**src/rtl/lsu_pkg.sv**
```systemverilog
package lsu_pkg;

    parameter int unsigned XLEN   = 32;
    parameter int unsigned OFF_W  = 16;
    parameter int unsigned LANES  = XLEN / 8;
    parameter int unsigned LIDX_W = $clog2(LANES);

    typedef enum logic [1:0] {
        SZ_BYTE = 2'd0,
        SZ_HALF = 2'd1,
        SZ_WORD = 2'd2,
        SZ_RSVD = 2'd3
    } acc_size_e;

    function automatic acc_size_e to_size(input logic [1:0] code);
        return acc_size_e'(code);
    endfunction

endpackage

```
**src/rtl/lsu_agen.sv**
```systemverilog
module lsu_agen
    import lsu_pkg::*;
#(
    parameter int unsigned DATA_W = XLEN,
    parameter int unsigned OW     = OFF_W
) (
    input  logic [DATA_W-1:0] base,
    input  logic [OW-1:0]     offset,
    input  acc_size_e         size,
    output logic [DATA_W-1:0] eff_addr,
    output logic              fault
);
    localparam int unsigned NL  = DATA_W / 8;
    localparam int unsigned LW  = $clog2(NL);
    localparam int unsigned EXT = DATA_W - OW;

    assign eff_addr = base + {{EXT{offset[OW-1]}}, offset};

    always_comb begin
        unique case (size)
            SZ_BYTE: fault = 1'b0;
            SZ_HALF: fault = eff_addr[0];
            SZ_WORD: fault = |eff_addr[LW-1:0];
            default: fault = 1'b1;
        endcase
    end

endmodule

```
**src/rtl/lsu_store_lanes.sv**
```systemverilog
module lsu_store_lanes
    import lsu_pkg::*;
#(
    parameter int unsigned DATA_W = XLEN
) (
    input  acc_size_e                      size,
    input  logic [$clog2(DATA_W/8)-1:0]    lane_idx,
    input  logic                           fault,
    input  logic [DATA_W-1:0]              wdata,
    output logic [DATA_W/8-1:0]            byte_en,
    output logic [DATA_W-1:0]              lane_data
);
    localparam int unsigned NL = DATA_W / 8;
    localparam int unsigned LW = $clog2(NL);

    for (genvar l = 0; l < NL; l++) begin : g_lane
        localparam int unsigned HSRC = 8 * (l % 2);
        localparam logic [LW-1:0]   LSEL = LW'(l);
        localparam logic [LW-2:0]   HSEL = (LW-1)'(l / 2);

        assign lane_data[8*l +: 8] =
            (size == SZ_BYTE) ? wdata[7:0] :
            (size == SZ_HALF) ? wdata[HSRC +: 8] :
                                wdata[8*l +: 8];

        logic hit;
        always_comb begin
            unique case (size)
                SZ_BYTE: hit = (lane_idx == LSEL);
                SZ_HALF: hit = (lane_idx[LW-1:1] == HSEL);
                SZ_WORD: hit = 1'b1;
                default: hit = 1'b0;
            endcase
        end

        assign byte_en[l] = hit & ~fault;
    end

endmodule

```
**src/rtl/lsu_load_extract.sv**
```systemverilog
module lsu_load_extract
    import lsu_pkg::*;
#(
    parameter int unsigned DATA_W = XLEN
) (
    input  acc_size_e                      size,
    input  logic                           zext,
    input  logic [$clog2(DATA_W/8)-1:0]    lane_idx,
    input  logic                           fault,
    input  logic [DATA_W-1:0]              word,
    output logic [DATA_W-1:0]              result
);
    localparam int unsigned NL = DATA_W / 8;
    localparam int unsigned LW = $clog2(NL);

    logic [7:0]  byte_sel;
    logic [15:0] half_sel;
    logic        byte_fill;
    logic        half_fill;

    assign byte_sel  = word[{lane_idx, 3'b000} +: 8];
    assign half_sel  = word[{lane_idx[LW-1:1], 4'b0000} +: 16];
    assign byte_fill = ~zext & byte_sel[7];
    assign half_fill = ~zext & half_sel[15];

    always_comb begin
        if (fault) begin
            result = '0;
        end else begin
            unique case (size)
                SZ_BYTE: result = {{(DATA_W-8){byte_fill}}, byte_sel};
                SZ_HALF: result = {{(DATA_W-16){half_fill}}, half_sel};
                SZ_WORD: result = word;
                default: result = '0;
            endcase
        end
    end

endmodule

```
**src/rtl/lsu_lane_unit.sv**
```systemverilog
module lsu_lane_unit
    import lsu_pkg::*;
(
    input  logic        clk,
    input  logic        rst,
    input  logic        st_valid,
    input  logic [1:0]  st_size,
    input  logic [31:0] st_base,
    input  logic [15:0] st_offset,
    input  logic [31:0] st_wdata,
    input  logic        ld_valid,
    input  logic [1:0]  ld_size,
    input  logic        ld_unsigned,
    input  logic [31:0] ld_base,
    input  logic [15:0] ld_offset,
    input  logic [31:0] ld_mem_word,
    output logic        st_out_valid,
    output logic [31:0] st_word_addr,
    output logic [3:0]  st_byte_en,
    output logic [31:0] st_lane_data,
    output logic        st_fault,
    output logic        ld_out_valid,
    output logic [31:0] ld_word_addr,
    output logic [31:0] ld_result,
    output logic        ld_fault
);
    localparam int unsigned DW = XLEN;
    localparam int unsigned NL = LANES;
    localparam int unsigned LW = LIDX_W;

    typedef struct packed {
        logic          vld;
        logic [DW-1:0] addr;
        logic [NL-1:0] en;
        logic [DW-1:0] data;
        logic          fault;
    } st_stage_t;

    typedef struct packed {
        logic          vld;
        logic [DW-1:0] addr;
        logic [DW-1:0] res;
        logic          fault;
    } ld_stage_t;

    acc_size_e     st_sz, ld_sz;
    logic [DW-1:0] st_ea, ld_ea;
    logic          st_mis, ld_mis;
    logic [NL-1:0] st_en_c;
    logic [DW-1:0] st_data_c;
    logic [DW-1:0] ld_res_c;
    st_stage_t     st_d, st_q;
    ld_stage_t     ld_d, ld_q;

    assign st_sz = to_size(st_size);
    assign ld_sz = to_size(ld_size);

    lsu_agen #(.DATA_W(DW), .OW(OFF_W)) u_st_agen (
        .base     (st_base),
        .offset   (st_offset),
        .size     (st_sz),
        .eff_addr (st_ea),
        .fault    (st_mis)
    );

    lsu_agen #(.DATA_W(DW), .OW(OFF_W)) u_ld_agen (
        .base     (ld_base),
        .offset   (ld_offset),
        .size     (ld_sz),
        .eff_addr (ld_ea),
        .fault    (ld_mis)
    );

    lsu_store_lanes #(.DATA_W(DW)) u_st_lanes (
        .size      (st_sz),
        .lane_idx  (st_ea[LW-1:0]),
        .fault     (st_mis),
        .wdata     (st_wdata),
        .byte_en   (st_en_c),
        .lane_data (st_data_c)
    );

    lsu_load_extract #(.DATA_W(DW)) u_ld_ext (
        .size     (ld_sz),
        .zext     (ld_unsigned),
        .lane_idx (ld_ea[LW-1:0]),
        .fault    (ld_mis),
        .word     (ld_mem_word),
        .result   (ld_res_c)
    );

    always_comb begin
        st_d = '0;
        if (st_valid) begin
            st_d.vld   = 1'b1;
            st_d.addr  = {st_ea[DW-1:LW], {LW{1'b0}}};
            st_d.en    = st_en_c;
            st_d.data  = st_data_c;
            st_d.fault = st_mis;
        end
    end

    always_comb begin
        ld_d = '0;
        if (ld_valid) begin
            ld_d.vld   = 1'b1;
            ld_d.addr  = {ld_ea[DW-1:LW], {LW{1'b0}}};
            ld_d.res   = ld_res_c;
            ld_d.fault = ld_mis;
        end
    end

    always_ff @(posedge clk) begin
        if (rst) begin
            st_q <= '0;
            ld_q <= '0;
        end else begin
            st_q <= st_d;
            ld_q <= ld_d;
        end
    end

    assign st_out_valid = st_q.vld;
    assign st_word_addr = st_q.addr;
    assign st_byte_en   = st_q.en;
    assign st_lane_data = st_q.data;
    assign st_fault     = st_q.fault;
    assign ld_out_valid = ld_q.vld;
    assign ld_word_addr = ld_q.addr;
    assign ld_result    = ld_q.res;
    assign ld_fault     = ld_q.fault;

endmodule

```
**config.mk**
```make
export PLATFORM = sky130hd
export DESIGN_NAME = lsu_lane_unit
export DESIGN_NICKNAME = d
export VERILOG_FILES = /design/src/rtl/lsu_pkg.sv /design/src/rtl/lsu_agen.sv /design/src/rtl/lsu_store_lanes.sv /design/src/rtl/lsu_load_extract.sv /design/src/rtl/lsu_lane_unit.sv
export SDC_FILE = /design/constraint.sdc
export NUM_CORES = 1
export LEC_CHECK = 0
export BUFFER_PORTS_ARGS = -buffer_cell sky130_fd_sc_hd__buf_4
export CAP_MARGIN = 20
export CORE_ASPECT_RATIO = 0.75
export CORE_MARGIN = 4
export CORE_UTILIZATION = 34
export DETAILED_ROUTE_END_ITERATION = 10
export SYNTH_ARGS = -nofsm -noshare
export SYNTH_HDL_FRONTEND = slang
export SYNTH_SLANG_ARGS = --single-unit
```
**constraint.sdc**
```tcl
create_clock -name clk -period 4.4 [get_ports clk]
set_input_delay 0.66 -clock clk [delete_from_list [all_inputs] [get_ports clk]]
set_output_delay 0.66 -clock clk [all_outputs]
set_load 0.02 [all_outputs]
```
==> reports/metrics.cfg, run 1 <==
[worst_setup_path]
criticalPathCategory = in -> reg
cp-end-kind = flop
required_ns = 4.75
slowest_stage = nor3_1
crit_path_max_incr_delay_ns = 0.63
crit_arrival_ns = 3.25
cp_max_fo = 18
path_cells = buf_4 -> ha_1 -> inv_1 -> fa_1 -> buf_4 -> clkinv_1 -> nor3_1 -> a22oi_1 -> or2_2 -> a21oi_1
crit_top_cell = buf_4
start_kind = primary input

[logic_synthesis]
syn_avg_cell_area_um2 = 8.161
synth-async-reset-ratio = 0
synthDistinctLibCells = 78
synth_area_leaders = dfxtp_1 (34%), ha_1 (9.9%), a21oi_1 (7.6%), nand2_1 (5.0%), nor2_1 (4.8%)
ys_ff_latch = 132
syn-cell-area_um2 = 7875
yosysWarnings = 0
synth-edff-count = 0
yosys.cell_count.top_type = dfxtp_1
ys.flop_type = dfxtp_1
synth_top_cell_by_area = dfxtp_1
yosysSeqAreaShare = 0.3356
synth_common_cells = dfxtp_1 (132), a21oi_1 (120), nand2_1 (104)
syn_inst = 965
synth_top_area_frac = 0.3356

[cts]
postCtsResizedCells = 0
cts_tree = built
post_cts_buffers = 0
ctsHoldBuffers = 0
numCtsBuffers = 17
clk_pin_slew_ns = 0.07
h-tree-depth = 4
cts.sinks = 132
cts_root_buffer = clkbuf_16
clock_path_buffers = 2

[grt]
grt_usage = 0.1994
grt_pass1_wl_um = 41170
antenna_found_initial = 0
gr-total-overflow = 0
grt_max_degree = 45
grt_pass1_vias = 7408

[floorplanning]
core-area_um2 = 22410
fp-row-count = 47
die_h_um = 139.8
start_util = 0.3515
num_io_pins = 305
die_area_um2 = 25690
die_w_um = 183.7

[final_layout]
syn2layout_area_growth_pct = 39.16
layout.nets = 1477
diodes = 0
fin_util = 0.4891
layout.cells.non_filler = 1551
drive_gt1_frac = 0.2983

[hold_path]
worstHoldPathType = in -> reg
hold_depth = 3
worstHoldStart = st_wdata[19]
worstHoldEndpoint = st_lane_data[19]

[sta]
period_needed_ns = 2.899
finalHoldViolCount = 0
fmax_ghz = 0.3450
tightest_slew_ns = 0.7348
setup_viol = 0
rsz0062_at_grt = no
slew_headroom = 0.5063
fin_tns_setup_ns = 0
fin_crit_sh = 0.6588
report.final.slew_viol_count = 0

[detailed_routing]
drt-vias-per-instance = 5.149
finalWirelength_um = 27230
first_pass_iters = 6
drtAntennaViolNets = 0
routedWlPerCell_um = 17.56
drcViolationCount = 0
vias = 7986
drt-initial-drc-count = 558

[placement]
gp_congestion = 0.9035
port_buffers = 300
placedCellCount = 1519
hpwl_um = 21390

[pwr]
total_power_uw = 3847
peakVddDrop_mv = 0.2201
powerDensity_nw_per_um2 = 351.0
leakage_uw = 0.005065

[run]
cap_violations = 0

[outcome]
status = complete, no violations

## area by class of cell
class	count	area [um2]
clock inverter	15	180.2
multi-input combinational	760	4945
tap	294	367.9
fill	2182	11450
timing repair buffer	306	2297
clock buffer	17	425.4
inverter	27	101.3
sequential	132	2643
## worst max path at each step
| stage | from | to | slack (ns) |
|---|---|---|---|
| after global placement | ld_base[0] | ld_result[3] | 1.15 |
| after global routing | ld_base[0] | ld_result[2] | 1.35 |
| after floorplan | ld_base[0] | ld_result[21] | 1.57 |
| final | ld_base[0] | ld_result[1] | 1.50 |
| after CTS | ld_base[0] | ld_result[29] | 1.61 |
| after detailed placement | ld_base[0] | ld_result[29] | 1.16 |
## layout by cell type, fill, tap and decap left out, types with 6 or more instances in the layout
cell,n
buf_4,306
dfxtp_1,132
a21oi_1,120
nand2_1,104
nor2_1,100
ha_1,62
nor3_1,28
mux2i_1,27
inv_1,25
o21ai_0,25
xor2_1,22
xnor2_1,18
clkbuf_16,17
and2_1,16
a21o_1,16
nand3_1,16
nand4_1,15
a22oi_1,15
nand2b_1,14
a31oi_1,12
o21ai_1,12
o211ai_1,11
or2_2,10
o21bai_1,9
mux2_2,9
o21a_1,8
and3_1,8
nor2b_1,7
inv_8,6
## cell families (layout without fill, tap and decap cells)
logic type	Yosys count	in the layout	share of synthesized area
AO/OA/AOI/OAI	277	277	0.2258
XOR/XNOR	40	40	0.04449
adder cells (fa/ha/maj)	64	64	0.1036
buffers and inverters	76	365	0.03877
flip-flops	132	132	0.3356
multiplexers	38	38	0.05148
other	1	4	0.0004762
AND/OR/NAND/NOR	337	337	0.1999
## flip-flops by register name, summed over array words and instances (netlist names)
name / cells
st_byte_en: 4
ld_fault: 1
st_lane_data: 32
ld_out_valid: 1
st_out_valid: 1
st_fault: 1
ld_result: 32
st_word_addr: 30
ld_word_addr: 30
## layer usage
layer	vias up	GRT usage	wire length, um
met3	20	0.04487	2114
met2	308	0.2931	11420
met1	3651	0.2966	13340
li1	4007	-	-
met4	0	0.04551	350
met5	-	0	0
## power by group
| group | switching (uW) | internal [uW] |
|---|---|---|
| sequential | 21.5 | 1270 |
| combinational | 615 | 472 |
| clock | 655 | 818 |
| total | 1290 | 2560 |
## worst max-delay path: cells and delay by family
family | cells | cell delay, ns
AOI/OAI and AO/OA | 2 | 0.26
buffers and inverters | 4 | 0.68
adders and majority gates | 2 | 0.70
and+or+nand+nor | 2 | 0.94
## stage by stage
step	hold WS (ns)	worst slack (ns)	instance area (um2)
floorplan	0.7817	1.573	7886
global placement	0.8905	1.152	10350
detailed placement	0.8982	1.160	10350
CTS	0.4464	1.606	10960
global route	0.4569	1.349	10960
finish	0.4704	1.501	10960
Power figures use the tool's default switching activity.
==> inputs of run 2 (changes only) <==
==> constraint.sdc (replaced) <==
create_clock -name clk -period 2.67 [get_ports clk]
set_input_delay 0.4005 -clock clk [delete_from_list [all_inputs] [get_ports clk]]
set_output_delay 0.4005 -clock clk [all_outputs]
set_load 0.02 [all_outputs]
==> run 2 against run 1 <==
Compared with the run above:
- via count rose by 4.3%
- first-iteration DRC count down 4.1%
- clock power increased by 72%
- count of clock-buffer cells in the layout unchanged
- worst setup slack worse by 1.2 ns
- highest routed layer unchanged
- sequential power grew 64%
- worst hold slack got worse by 0.26 ns
- die area unchanged
- sequential share of layout area fell by 0.67 points
- critical path depth is the same
- cell area increased by 2.9%
- non-clock buffer count up 37
==> reports/metrics.cfg, run 2 (synthesis gave the netlist of run 1 again) <==
[final_layout]
diodes = 0
mostFrequentLayoutCell = buf_4
regArea_um2 = 2643
multi_input_area_um2 = 4945
layout.nets = 1514
n_fill_cell = 2185
layout_common_cells = buf_4 (342), dfxtp_1 (132), a21oi_1 (120)
syn2layout_area_growth_pct = 43.14
layout.cells.non_filler = 1588
drive_gt1_frac = 0.3184

[pwr]
seqPwrFrac = 0.325
intPower_uw = 4370
peakVddDrop_mv = 0.4030
swShare = 0.3315
p_comb_frac = 0.288
power.share.clock = 0.387
leakage_uw = 0.005263
powerDensity_nw_per_um2 = 580.0
power.switching_uw = 2167

[worst_setup_path]
cp_max_fo = 16
crit_path_max_incr_delay_ns = 0.56
crit_arrival_ns = 2.61
cp-end-kind = flop
required_ns = 2.95
crit_family = compound AO/OA/AOI/OAI gates
start_kind = primary input
criticalPathCategory = in -> reg
path_cells = buf_4 -> ha_1 -> inv_1 -> fa_1 -> mux2_2 -> nand2_1 -> o21ai_1 -> o2111ai_1 -> a21o_1 -> a21oi_1
critPathBufInv = 2
slowest_stage = fa_1

[hold_path]
worstHoldPathType = in -> reg

[detailed_routing]
routedWlPerCell_um = 17.87
first_pass_iters = 5
drtAntennaViolNets = 0
drt-initial-drc-count = 535
finalWirelength_um = 28380
drt-vias-per-instance = 5.244
drcViolationCount = 0
vias = 8328

[placement]
port_buffers = 300
gp_congestion = 0.9108
hpwl_um = 22580
placedCellCount = 1556

[grt]
grt_pass1_wl_um = 43080
grt_max_degree = 42
antenna_found_initial = 0
grt_usage = 0.2095
gr-total-overflow = 0
grt_pass1_vias = 7650

[sta]
setup_viol = 0
rsz0062_at_grt = no
fin_crit_sh = 0.8728
whs_ns = 0.2103
fmax_ghz = 0.4291
report.final.slew_viol_count = 0
slew_headroom = 0.5483
period_needed_ns = 2.330
finalHoldViolCount = 0
tightest_slew_ns = 0.6750

[outcome]
status = complete, no violations

[floorplanning]
start_util = 0.3515
num_io_pins = 305
fp-row-count = 47
core-area_um2 = 22410
die_h_um = 139.8
die_w_um = 183.7
die_area_um2 = 25690

[cts]
cts_root_buffer = clkbuf_16
numCtsBuffers = 17
post_cts_buffers = 0
cts_tree = built
h-tree-depth = 4
ctsHoldBuffers = 0
cts.sinks = 132
clk_pin_slew_ns = 0.07
clock_path_buffers = 2
postCtsResizedCells = 0

[run]
cap_violations = 0

==> run 2: metal layers <==
layer | vias up | global-route usage | routed length, um
met5 | - | 0 | 0
met4 | 0 | 0.05095 | 335
met3 | 22 | 0.04722 | 2388
met2 | 394 | 0.3056 | 12110
met1 | 3833 | 0.3121 | 13550
li1 | 4079 | - | -
==> run 2: stage by stage <==
step,instance area (um2),setup TNS [ns],worst slack [ns],power (uW),util
after CTS,11270,0,0.3757,6596,0.5031
after global routing,11270,0,0.1523,6854,0.5031
after global placement,10640,-0.1277,-0.01127,4029,0.4751
after floorplan,7886,0,0.1024,3274,-
after detailed placement,10640,-0.5463,-0.05882,4031,0.4751
final,11270,0,0.3395,6538,0.5031
==> run 2: final timing paths <==
check / from / depth (start not counted) / end / slack (ns)
worst max-delay path: ld_base[0] / 10 / ld_result[21] / 0.34
worst min-delay path: st_wdata[28] / 3 / st_lane_data[28] / 0.21
==> run 2: power by group through the flow <==
stage / clock (uW) / sequential (uW) / combinational [uW]
floorplan: 0 / 2310 / 965
global placement: 0 / 2170 / 1860
detailed placement: 0 / 2170 / 1860
CTS: 2600 / 2120 / 1880
global route: 2670 / 2130 / 2050
finish: 2530 / 2120 / 1880
==> run 2: worst min-delay path, stage by stage <==
cell     delay (ns)
buf_4          0.08
a21oi_1        0.05
nor2_1         0.07
==> run 2: layout make-up <==
type	instances	share of cell area
Tap cell	294	0.03263
Timing Repair Buffer	343	0.2295
Multi-Input combinational cell	760	0.4387
Inverter	27	0.008991
Clock buffer	17	0.03774
Sequential cell	132	0.2344
Clock inverter	15	0.01798
